[config.mk]
export PLATFORM = sky130hd
export DESIGN_NAME = vsid_scrambler
export DESIGN_NICKNAME = d
export VERILOG_FILES = /design/src/rtl/vsid_pkg.sv /design/src/rtl/vsid_proto_gen.sv /design/src/rtl/vsid_fold.sv /design/src/rtl/vsid_endaround.sv /design/src/rtl/vsid_scrambler.sv
export SDC_FILE = /design/constraint.sdc
export NUM_CORES = 2
export LEC_CHECK = 0
export ABC_AREA = 1
export BUFFER_PORTS_ARGS = -buffer_cell sky130_fd_sc_hd__buf_4
export CORE_MARGIN = 2
export CORE_UTILIZATION = 58
export CTS_BUF_LIST = sky130_fd_sc_hd__clkbuf_16
export CTS_CLUSTER_SIZE = 28
export DETAILED_ROUTE_END_ITERATION = 8
export GPL_TIMING_DRIVEN = 1
export PLACE_DENSITY = 0.81
export SLEW_MARGIN = 25
export SYNTH_ARGS = -nofsm -noshare
export SYNTH_HDL_FRONTEND = slang
export SYNTH_SLANG_ARGS = --single-unit
export TNS_END_PERCENT = 20
[constraint.sdc]
create_clock -name clk -period 1.9 [get_ports clk]
set_clock_uncertainty 0.1 [all_clocks]
set_input_delay 0.38 -clock clk [delete_from_list [all_inputs] [get_ports clk]]
set_output_delay 0.38 -clock clk [all_outputs]
set_load 0.1 [all_outputs]
[src/rtl/vsid_pkg.sv]
package vsid_pkg;

  localparam int unsigned DEF_EA_W     = 64;
  localparam int unsigned DEF_CTX_W    = 19;
  localparam int unsigned DEF_N_SMALL  = 36;
  localparam int unsigned DEF_N_LARGE  = 24;
  localparam int unsigned DEF_SH_SMALL = 28;
  localparam int unsigned DEF_SH_LARGE = 40;
  localparam int unsigned DEF_UE_SMALL = 16;
  localparam int unsigned DEF_UE_LARGE = 4;
  localparam longint unsigned DEF_MUL_SMALL = 64'd200730139;
  localparam longint unsigned DEF_MUL_LARGE = 64'd12538073;

  typedef enum logic {
    SEG_256M = 1'b0,
    SEG_1T   = 1'b1
  } seg_e;

endpackage

[src/rtl/vsid_proto_gen.sv]
module vsid_proto_gen
  import vsid_pkg::*;
#(
  parameter int unsigned EA_W     = DEF_EA_W,
  parameter int unsigned CTX_W    = DEF_CTX_W,
  parameter int unsigned N_SMALL  = DEF_N_SMALL,
  parameter int unsigned N_LARGE  = DEF_N_LARGE,
  parameter int unsigned SH_SMALL = DEF_SH_SMALL,
  parameter int unsigned SH_LARGE = DEF_SH_LARGE,
  parameter int unsigned UE_SMALL = DEF_UE_SMALL,
  parameter int unsigned UE_LARGE = DEF_UE_LARGE
) (
  input  logic [EA_W-1:0]    ea,
  input  logic [CTX_W-1:0]   ctx,
  input  logic               kernel,
  input  logic               kseg_1t,
  input  logic               hi_1t,
  output logic [N_SMALL-1:0] proto,
  output seg_e               seg,
  output logic               reserved
);

  localparam int unsigned WIDE_W = EA_W + CTX_W;

  logic [WIDE_W-1:0]  ctx_w;
  logic [WIDE_W-1:0]  ea_w;
  logic               high_region;
  logic [N_SMALL-1:0] cand_small;
  logic [N_LARGE-1:0] cand_large;

  always_comb begin
    ctx_w       = WIDE_W'(ctx);
    ea_w        = WIDE_W'(ea);
    high_region = |ea[EA_W-1:SH_LARGE];

    if (kernel) begin
      seg        = kseg_1t ? SEG_1T : SEG_256M;
      cand_small = N_SMALL'(ea_w >> SH_SMALL);
      cand_large = N_LARGE'(ea_w >> SH_LARGE);
    end else begin
      seg        = (high_region && hi_1t) ? SEG_1T : SEG_256M;
      cand_small = N_SMALL'((ctx_w << UE_SMALL) | (ea_w >> SH_SMALL));
      cand_large = N_LARGE'((ctx_w << UE_LARGE) | (ea_w >> SH_LARGE));
    end

    if (seg == SEG_1T) begin
      proto    = N_SMALL'(cand_large);
      reserved = &cand_large;
    end else begin
      proto    = cand_small;
      reserved = &cand_small;
    end
  end

endmodule

[src/rtl/vsid_fold.sv]
module vsid_fold
  import vsid_pkg::*;
#(
  parameter int unsigned PROD_W  = 64,
  parameter int unsigned N_SMALL = DEF_N_SMALL,
  parameter int unsigned N_LARGE = DEF_N_LARGE,
  parameter int unsigned Y_W     = N_SMALL + 1
) (
  input  logic [PROD_W-1:0] x,
  input  seg_e              seg,
  output logic [Y_W-1:0]    y
);

  logic [Y_W-1:0] folded [2];

  for (genvar g = 0; g < 2; g++) begin : g_width
    localparam int unsigned N = (g == 0) ? N_SMALL : N_LARGE;
    assign folded[g] = Y_W'(x >> N) + Y_W'(x[N-1:0]);
  end

  always_comb begin
    y = (seg == SEG_1T) ? folded[1] : folded[0];
  end

endmodule

[src/rtl/vsid_endaround.sv]
module vsid_endaround
  import vsid_pkg::*;
#(
  parameter int unsigned N_SMALL = DEF_N_SMALL,
  parameter int unsigned N_LARGE = DEF_N_LARGE,
  parameter int unsigned Y_W     = N_SMALL + 1
) (
  input  logic [Y_W-1:0]     y,
  input  seg_e               seg,
  output logic [N_SMALL-1:0] z
);

  logic [N_SMALL-1:0] fixed [2];

  for (genvar g = 0; g < 2; g++) begin : g_width
    localparam int unsigned N = (g == 0) ? N_SMALL : N_LARGE;
    logic [Y_W-1:0] plus_one;
    logic [Y_W-1:0] sum;
    assign plus_one = y + Y_W'(1);
    assign sum      = y + Y_W'(plus_one[N]);
    assign fixed[g] = N_SMALL'(sum[N-1:0]);
  end

  always_comb begin
    z = (seg == SEG_1T) ? fixed[1] : fixed[0];
  end

endmodule

[src/rtl/vsid_scrambler.sv]
module vsid_scrambler
  import vsid_pkg::*;
#(
  parameter int unsigned EA_W     = DEF_EA_W,
  parameter int unsigned CTX_W    = DEF_CTX_W,
  parameter int unsigned N_SMALL  = DEF_N_SMALL,
  parameter int unsigned N_LARGE  = DEF_N_LARGE,
  parameter int unsigned SH_SMALL = DEF_SH_SMALL,
  parameter int unsigned SH_LARGE = DEF_SH_LARGE,
  parameter int unsigned UE_SMALL = DEF_UE_SMALL,
  parameter int unsigned UE_LARGE = DEF_UE_LARGE,
  parameter longint unsigned MUL_SMALL = DEF_MUL_SMALL,
  parameter longint unsigned MUL_LARGE = DEF_MUL_LARGE
) (
  input  logic               clk,
  input  logic               rst_n,
  input  logic               in_valid,
  output logic               in_ready,
  input  logic [EA_W-1:0]    in_ea,
  input  logic [CTX_W-1:0]   in_ctx,
  input  logic               in_kernel,
  input  logic               in_kseg_1t,
  input  logic               in_hi_1t,
  output logic               out_valid,
  input  logic               out_ready,
  output logic [N_SMALL-1:0] out_vsid,
  output logic               out_seg_1t,
  output logic               out_err
);

  localparam int unsigned MUL_W  = $clog2(MUL_SMALL + 1);
  localparam int unsigned PROD_W = N_SMALL + MUL_W;
  localparam int unsigned Y_W    = N_SMALL + 1;

  // reset: asserted asynchronously, released on the clock
  logic rst_meta_n;
  logic rst_sync_n;

  always_ff @(posedge clk or negedge rst_n) begin
    if (!rst_n) begin
      rst_meta_n <= 1'b0;
      rst_sync_n <= 1'b0;
    end else begin
      rst_meta_n <= 1'b1;
      rst_sync_n <= rst_meta_n;
    end
  end

  logic advance;
  logic accept;

  always_comb begin
    advance  = out_ready;
    in_ready = out_ready & rst_sync_n;
    accept   = in_valid & in_ready;
  end

  // stage 0 combinational: proto-identifier and multiply
  logic [N_SMALL-1:0] proto;
  seg_e               seg0;
  logic               rsv0;
  logic [MUL_W-1:0]   mul_sel;
  logic [PROD_W-1:0]  prod0;

  vsid_proto_gen #(
    .EA_W(EA_W), .CTX_W(CTX_W), .N_SMALL(N_SMALL), .N_LARGE(N_LARGE),
    .SH_SMALL(SH_SMALL), .SH_LARGE(SH_LARGE),
    .UE_SMALL(UE_SMALL), .UE_LARGE(UE_LARGE)
  ) u_proto (
    .ea(in_ea), .ctx(in_ctx), .kernel(in_kernel), .kseg_1t(in_kseg_1t),
    .hi_1t(in_hi_1t), .proto(proto), .seg(seg0), .reserved(rsv0)
  );

  always_comb begin
    mul_sel = (seg0 == SEG_1T) ? MUL_W'(MUL_LARGE) : MUL_W'(MUL_SMALL);
    prod0   = PROD_W'(proto) * PROD_W'(mul_sel);
  end

  // stage 1 registers: product
  logic              v1_q, v1_d;
  logic              e1_q, e1_d;
  seg_e              s1_q, s1_d;
  logic [PROD_W-1:0] x1_q, x1_d;

  always_comb begin
    v1_d = v1_q;
    e1_d = e1_q;
    s1_d = s1_q;
    x1_d = x1_q;
    if (advance) begin
      v1_d = accept;
      e1_d = accept & rsv0;
      s1_d = seg0;
      x1_d = prod0;
    end
  end

  always_ff @(posedge clk or negedge rst_sync_n) begin
    if (!rst_sync_n) begin
      v1_q <= 1'b0;
      e1_q <= 1'b0;
      s1_q <= SEG_256M;
    end else begin
      v1_q <= v1_d;
      e1_q <= e1_d;
      s1_q <= s1_d;
    end
  end

  always_ff @(posedge clk) begin
    if (advance) x1_q <= x1_d;
  end

  // stage 2: fold high part onto low part
  logic [Y_W-1:0] y2_comb;

  vsid_fold #(
    .PROD_W(PROD_W), .N_SMALL(N_SMALL), .N_LARGE(N_LARGE), .Y_W(Y_W)
  ) u_fold (
    .x(x1_q), .seg(s1_q), .y(y2_comb)
  );

  logic           v2_q, v2_d;
  logic           e2_q, e2_d;
  seg_e           s2_q, s2_d;
  logic [Y_W-1:0] y2_q, y2_d;

  always_comb begin
    v2_d = v2_q;
    e2_d = e2_q;
    s2_d = s2_q;
    y2_d = y2_q;
    if (advance) begin
      v2_d = v1_q;
      e2_d = e1_q;
      s2_d = s1_q;
      y2_d = y2_comb;
    end
  end

  always_ff @(posedge clk or negedge rst_sync_n) begin
    if (!rst_sync_n) begin
      v2_q <= 1'b0;
      e2_q <= 1'b0;
      s2_q <= SEG_256M;
    end else begin
      v2_q <= v2_d;
      e2_q <= e2_d;
      s2_q <= s2_d;
    end
  end

  always_ff @(posedge clk) begin
    if (advance) y2_q <= y2_d;
  end

  // stage 3: end-around correction
  logic [N_SMALL-1:0] z3_comb;

  vsid_endaround #(
    .N_SMALL(N_SMALL), .N_LARGE(N_LARGE), .Y_W(Y_W)
  ) u_fix (
    .y(y2_q), .seg(s2_q), .z(z3_comb)
  );

  logic               v3_q, v3_d;
  logic               e3_q, e3_d;
  seg_e               s3_q, s3_d;
  logic [N_SMALL-1:0] z3_q, z3_d;

  always_comb begin
    v3_d = v3_q;
    e3_d = e3_q;
    s3_d = s3_q;
    z3_d = z3_q;
    if (advance) begin
      v3_d = v2_q;
      e3_d = e2_q;
      s3_d = s2_q;
      z3_d = e2_q ? '0 : z3_comb;
    end
  end

  always_ff @(posedge clk or negedge rst_sync_n) begin
    if (!rst_sync_n) begin
      v3_q <= 1'b0;
      e3_q <= 1'b0;
      s3_q <= SEG_256M;
    end else begin
      v3_q <= v3_d;
      e3_q <= e3_d;
      s3_q <= s3_d;
    end
  end

  always_ff @(posedge clk) begin
    if (advance) z3_q <= z3_d;
  end

  always_comb begin
    out_valid  = v3_q;
    out_err    = e3_q;
    out_seg_1t = (s3_q == SEG_1T);
    out_vsid   = z3_q;
  end

endmodule

After elaboration in Yosys (flattened, before gate mapping)
Index checks and enable logic that the tools add are counted.
- flip-flop bits (word level): 148
- input port bits: 90
- output and inout bits: 40
- bitwise operators: 5
- $mul: 1
- $add $sub $neg: 5
- reductions and logical operators: 5
- mux-type cells: 10
- operators with widths (kind ; count):
    two-way mux 36 bit ; 2
    multiplier 36 x 28 -> 64 bit ; 1
    two-way mux 24 bit ; 2
    adder 28 x 36 -> 37 bit ; 1
    adder 37 x 1 -> 37 bit (second input constant) ; 1
    adder 37 x 24 -> 37 bit ; 1
    two-way mux 37 bit ; 1
    adder 36 x 1 -> 36 bit ; 1
    bitwise OR 35 x 36 -> 36 bit ; 1
    AND reduction 36 bit ; 1
    two-way mux 28 bit ; 1
    adder 24 x 1 -> 24 bit ; 1
    bitwise OR 23 x 24 -> 24 bit ; 1
    AND reduction 24 bit ; 1
    OR reduction 24 bit ; 1
    two-way mux 1 bit ; 4
    bitwise AND 1 bit ; 3
    OR reduction 2 bit ; 1
    logical AND 1 bit ; 1

Depth between registers and ports, before layout
- depth after elaboration: 6
- depth in mapped cells: 38
- gate-level depth less buffers: 38

By module
Synthesis repeated with hierarchy kept, for this count alone.
- cell total of the unflattened synthesis: 4775
- area, all modules: 36670.2 um^2
- modules (own cells, without submodules) (module ; cells an instance ; instances ; area an instance (um^2) ; seq. area each (um^2)):
    vsid_scrambler ; 3311 ; 1 ; 29577.1 ; 4389.2
    vsid_fold ; 985 ; 1 ; 4860.9 ; 0.0
    vsid_endaround ; 286 ; 1 ; 1372.6 ; 0.0
    vsid_proto_gen ; 193 ; 1 ; 859.6 ; 0.0

Worst setup path before layout
Ideal clock, no wire load.
- path kind: input port to flip-flop
- start point: input port in_ea[40]
- end point: register x1_q[56], data pin
- stages on the path: 30
- required time: 1.548 ns
- arrival: 6.541 ns
- slack: -4.993 ns
- setup time: 0.252 ns
- path through: inv_1 > nand3_1 > nor2_1 > nand3_1 > nand3_1 > nand2_1 > buf_6 > buf_2 > nor2_1 > inv_1 > fa_1 > fa_1 > fa_1 > inv_1 > fa_1 > fa_1 > fa_1 > inv_1 > fa_1 > inv_1 > ha_1 > nand2_1 > nor2_1 > inv_1 > nor2_1 > nand2_1 > nor2_1 > nand2_1 > nand3_1 > nand2_1
- longest elaborated chain between the ends: 6
- ends and longest elaborated chain (item ; line ; text):
    start: declaration ; vsid_scrambler.sv:19 ; input logic [EA_W-1:0] in_ea,
    OR reduction 24 bit ; vsid_proto_gen.sv:34 ; high_region = |ea[EA_W-1:SH_LARGE];
    logical AND 1 bit ; vsid_proto_gen.sv:41 ; seg = (high_region && hi_1t) ? SEG_1T : SEG_256M;
    two-way mux 1 bit ; vsid_proto_gen.sv:41 ;
    two-way mux 1 bit ; vsid_proto_gen.sv:36 ; if (kernel) begin
    two-way mux 36 bit or two-way mux 28 bit (tied branches) ; vsid_proto_gen.sv:46, vsid_scrambler.sv:75 ;
    multiplier 36 x 28 -> 64 bit * ; vsid_scrambler.sv:76 ; prod0 = PROD_W'(proto) * PROD_W'(mul_sel);
    net prod0[56] ; vsid_scrambler.sv:63 ; logic [PROD_W-1:0] prod0;
    end signal: assignment ; vsid_scrambler.sv:111 ; if (advance) x1_q <= x1_d;
    end: declaration ; vsid_scrambler.sv:83 ; logic [PROD_W-1:0] x1_q, x1_d;
Mark *: on every way through the listed nets, which the timed path passes. The rest lies on a longest branch.
A chain may end at the register's enable or synchronous reset.

Worst setup path in the final report
- start point: input port in_ea[63]
- end point: register x1_q[63], data pin
Same word-level chain as after synthesis.

==> results.rst <==
.. list-table::
   :header-rows: 1

   * - Metric
     - Value
   * - CTS tree
     - done
   * - Share of synthesized flip-flops with an asynchronous set or reset
     - 0.0743
   * - Maximum count of clock buffers along a single path
     - 2
   * - Final worst path period need
     - ~7.0 ns
   * - Average detailed-routed wire length per instance
     - ~23 µm
   * - Largest stage delay, worst path
     - around 0.75 ns
   * - Cell at the root of the clock tree
     - sky130_fd_sc_hd__clkbuf_16
   * - Synth warn
     - 0
   * - Worst slack after detailed placement
     - -5.72 ns
   * - Final worst setup slack
     - -5.09 ns
   * - Number of vias in the routed layout
     - roughly 34000
   * - Initial cell density of the core
     - 0.587
   * - Crit path max fanout
     - 6
   * - Number of failing hold endpoints at the final stage
     - 0
   * - Top cell type by total area after synthesis
     - sky130_fd_sc_hd__fa_1
   * - Final max-slew violation count
     - 0
   * - P&R area growth vs syn
     - 36.6%
   * - Worst slew margin relative to its limit
     - 0.594
   * - Number of H-tree levels
     - 4
   * - Final RePlAce weighted congestion
     - about 1.1
   * - Final non-filler cell area
     - between 40000 and 50000 µm²
   * - Leftover overflow at the end of global routing
     - 0
   * - Cells after Synth
     - around 4300
   * - Startpoint type of the worst setup path
     - input port
   * - Arrival time reported for the critical path endpoint
     - slightly above 7 ns
   * - Most frequent cells in the layout
     - sky130_fd_sc_hd__inv_1, sky130_fd_sc_hd__buf_4, sky130_fd_sc_hd__nand2_1, sky130_fd_sc_hd__fa_1, sky130_fd_sc_hd__ha_1
   * - Vias in the first global route
     - 34500
   * - Fill cell count
     - approximately 3800
   * - Post-synthesis cell area
     - approximately 35000 µm²
   * - DR DRC count
     - 0
   * - Number of rows in the core area
     - 89
   * - MaxCap Viol Count
     - 0
   * - CP max-delay cell
     - sky130_fd_sc_hd__fa_1
   * - Core Footprint
     - 59000 µm²
   * - Die footprint
     - 61700 µm²
   * - Category of the most critical setup path
     - input port to flip-flop
   * - RSZ-0062 raised after global routing
     - true
   * - Fraction of synthesized cell area taken by the top area cell type
     - 0.364
   * - Slew at the pin with the worst max-slew slack
     - approximately 0.61 ns
   * - Clock edge transition at the registers on the reported setup and hold paths
     - around 0.07 ns
   * - First-pass GRT wire length
     - around 200 mm
   * - Highest attainable clock frequency
     - about 140 MHz
   * - Sum Neg Setup Slack
     - -348.92 ns
   * - Total global routing track utilization
     - 0.442
   * - Share of the yosys chip area belonging to registers
     - 0.127
   * - Nature of the critical path endpoint
     - flip-flop
   * - Number of enable-type register cells in the synthesized netlist
     - ~140
   * - Final routed wirelength across all metal layers
     - about 140 mm
   * - Antenna viol nets, final
     - 0
   * - Ratio of cells with drive above 1 in the final layout
     - 0.314
   * - Number of I/O pins
     - 130
   * - Final Hold Slack
     - 0.101 ns
   * - Distinct cell type count after synthesis
     - 50
   * - Insertion delay to the later sink of the worst-skew pair
     - 0.45 ns
   * - Chip Width
     - 248 µm
   * - Register bit total from synthesis
     - approximately 150
   * - Top FF cell, synth
     - sky130_fd_sc_hd__edfxtp_1
   * - Path type of the worst min-delay path
     - flip-flop to async pin
   * - Commonest non-fill, non-tap cell in the layout
     - sky130_fd_sc_hd__inv_1
   * - Result of the run
     - finished with violations
   * - WP data required
     - about 2 ns
   * - Final setup violation count
     - between 100 and 150
   * - Maximum number of pins on one net before global-route repair
     - 75
   * - Avg Vias per Cell
     - between 5 and 6
   * - First-pass DRT Iterations
     - 6
   * - Average instance area after synthesis
     - between 8 and 9 µm²
   * - Iter 0 DRT Violations
     - about 4100
   * - Antenna violations before repair
     - 9
   * - Violated checks
     - negative setup slack
   * - Most frequent cell on the critical path
     - sky130_fd_sc_hd__fa_1
   * - HPWL after detailed placement
     - 112 mm
   * - NumNets Final
     - 6419
   * - Synth area leaders
     - sky130_fd_sc_hd__fa_1, sky130_fd_sc_hd__ha_1, sky130_fd_sc_hd__inv_1, sky130_fd_sc_hd__edfxtp_1, sky130_fd_sc_hd__nand2_1
   * - CTS Sinks
     - around 150
   * - Number of buffers created by CTS
     - 17
   * - Floorplan die height
     - approximately 250 µm
   * - Number of port buffers
     - between 100 and 150
   * - Final critical-path share of the clock period
     - 3.68
   * - Placement-stage cell area
     - ~44000 µm²
==> final timing paths <==
check / start / end / slack, ns / depth (start not counted)
max in group asynchronous: rst_sync_n / s1_q / 1.45 / 1
min reg2reg: rst_sync_n / e1_q / 0.10 / 1
min in group clk: rst_meta_n / rst_sync_n / 0.27 / 0
max reg2reg: y2_q[20] / out_vsid[22] / -1.17 / 18
min: rst_sync_n / e1_q / 0.10 / 1
max: in_ea[63] / x1_q[63] / -5.09 / 32
==> sequential cells by signal, indices dropped and copies added (netlist names) <==
name and count:
x1_q 64, y2_q 37, out_vsid 36, e1_q 1, e2_q 1, out_err 1, out_seg_1t 1, out_valid 1
rst_meta_n 1, rst_sync_n 1, s1_q 1, s2_q 1, v1_q 1, v2_q 1
==> cells by family after synthesis <==
| logic type | count (synthesis) | synth area share |
|---|---|---|
| fa+ha+maj | 976 | 0.489 |
| flops | 148 | 0.127 |
| other cells | 2 | 0.000217 |
| xor+xnor | 53 | 0.0134 |
| simple gates | 1615 | 0.192 |
| buf+inv | 1142 | 0.126 |
| mux | 2 | 0.000614 |
| compound gates | 340 | 0.0525 |
==> timing repair <==
action / CTS / global route
setup buffers: 29 / 36
endpoints found under the hold margin: 2 / 0
gates resized for setup: 277 / 385
pin swaps: 82 / 118
hold buffers: 1 / 0
setup endpoints to repair: 135 / 135
gates cloned: 1 / 4
==> worst max-delay path, delay by kind of cell <==
family | cells | cell delay (ns)
buffers and inverters | 9 | 1.11
AND/OR/NAND/NOR | 15 | 1.74
adder cells (fa/ha/maj) | 8 | 3.86
==> Yosys cell counts, types with 6 or more instances <==
cell,instances
sky130_fd_sc_hd__a21oi_1,177
sky130_fd_sc_hd__buf_2,6
sky130_fd_sc_hd__clkbuf_1,14
sky130_fd_sc_hd__dfrtp_1,11
sky130_fd_sc_hd__edfxtp_1,137
sky130_fd_sc_hd__fa_1,630
sky130_fd_sc_hd__ha_1,346
sky130_fd_sc_hd__inv_1,1106
sky130_fd_sc_hd__nand2_1,958
sky130_fd_sc_hd__nand3_1,164
sky130_fd_sc_hd__nand3b_1,18
sky130_fd_sc_hd__nand4_1,33
sky130_fd_sc_hd__nor2_1,355
sky130_fd_sc_hd__nor2_2,14
sky130_fd_sc_hd__nor3_1,33
sky130_fd_sc_hd__nor4_1,10
sky130_fd_sc_hd__o21ai_0,113
sky130_fd_sc_hd__o21bai_1,17
sky130_fd_sc_hd__or2_2,6
sky130_fd_sc_hd__xnor2_1,7
sky130_fd_sc_hd__xor2_1,46
==> layer usage <==
metal	track usage	routed length, µm	vias up
met4	0.197	8530	12
li1	-	-	15000
met2	0.671	59800	2390
met1	0.602	52400	16500
met5	0	71	-
met3	0.111	17800	549
==> final cells by class <==
cell class | instances | area [µm²] | area share
inverter | 1112 | 4220 | 0.0892
tap | 773 | 967 | 0.0205
multi-input combinational | 3078 | 29200 | 0.616
timing repair buffer | 996 | 7920 | 0.168
clock buffer | 17 | 425 | 0.00900
antenna | 2 | 5.00 | 0.000106
sequential | 148 | 4390 | 0.0928
clock inverter | 15 | 206 | 0.00437
==> through the flow <==
stage          std cells  utilization
5_1_grt             6139        0.801
3_3_place_gp        6038        0.740
3_5_place_dp        6038        0.740
2_1_floorplan       4368            -
4_1_cts             6101        0.771
6_report            6141        0.801
Power is left out: the tool's default activity adds up to more than one toggle a clock period on the data nets, which glitch-free logic cannot reach.
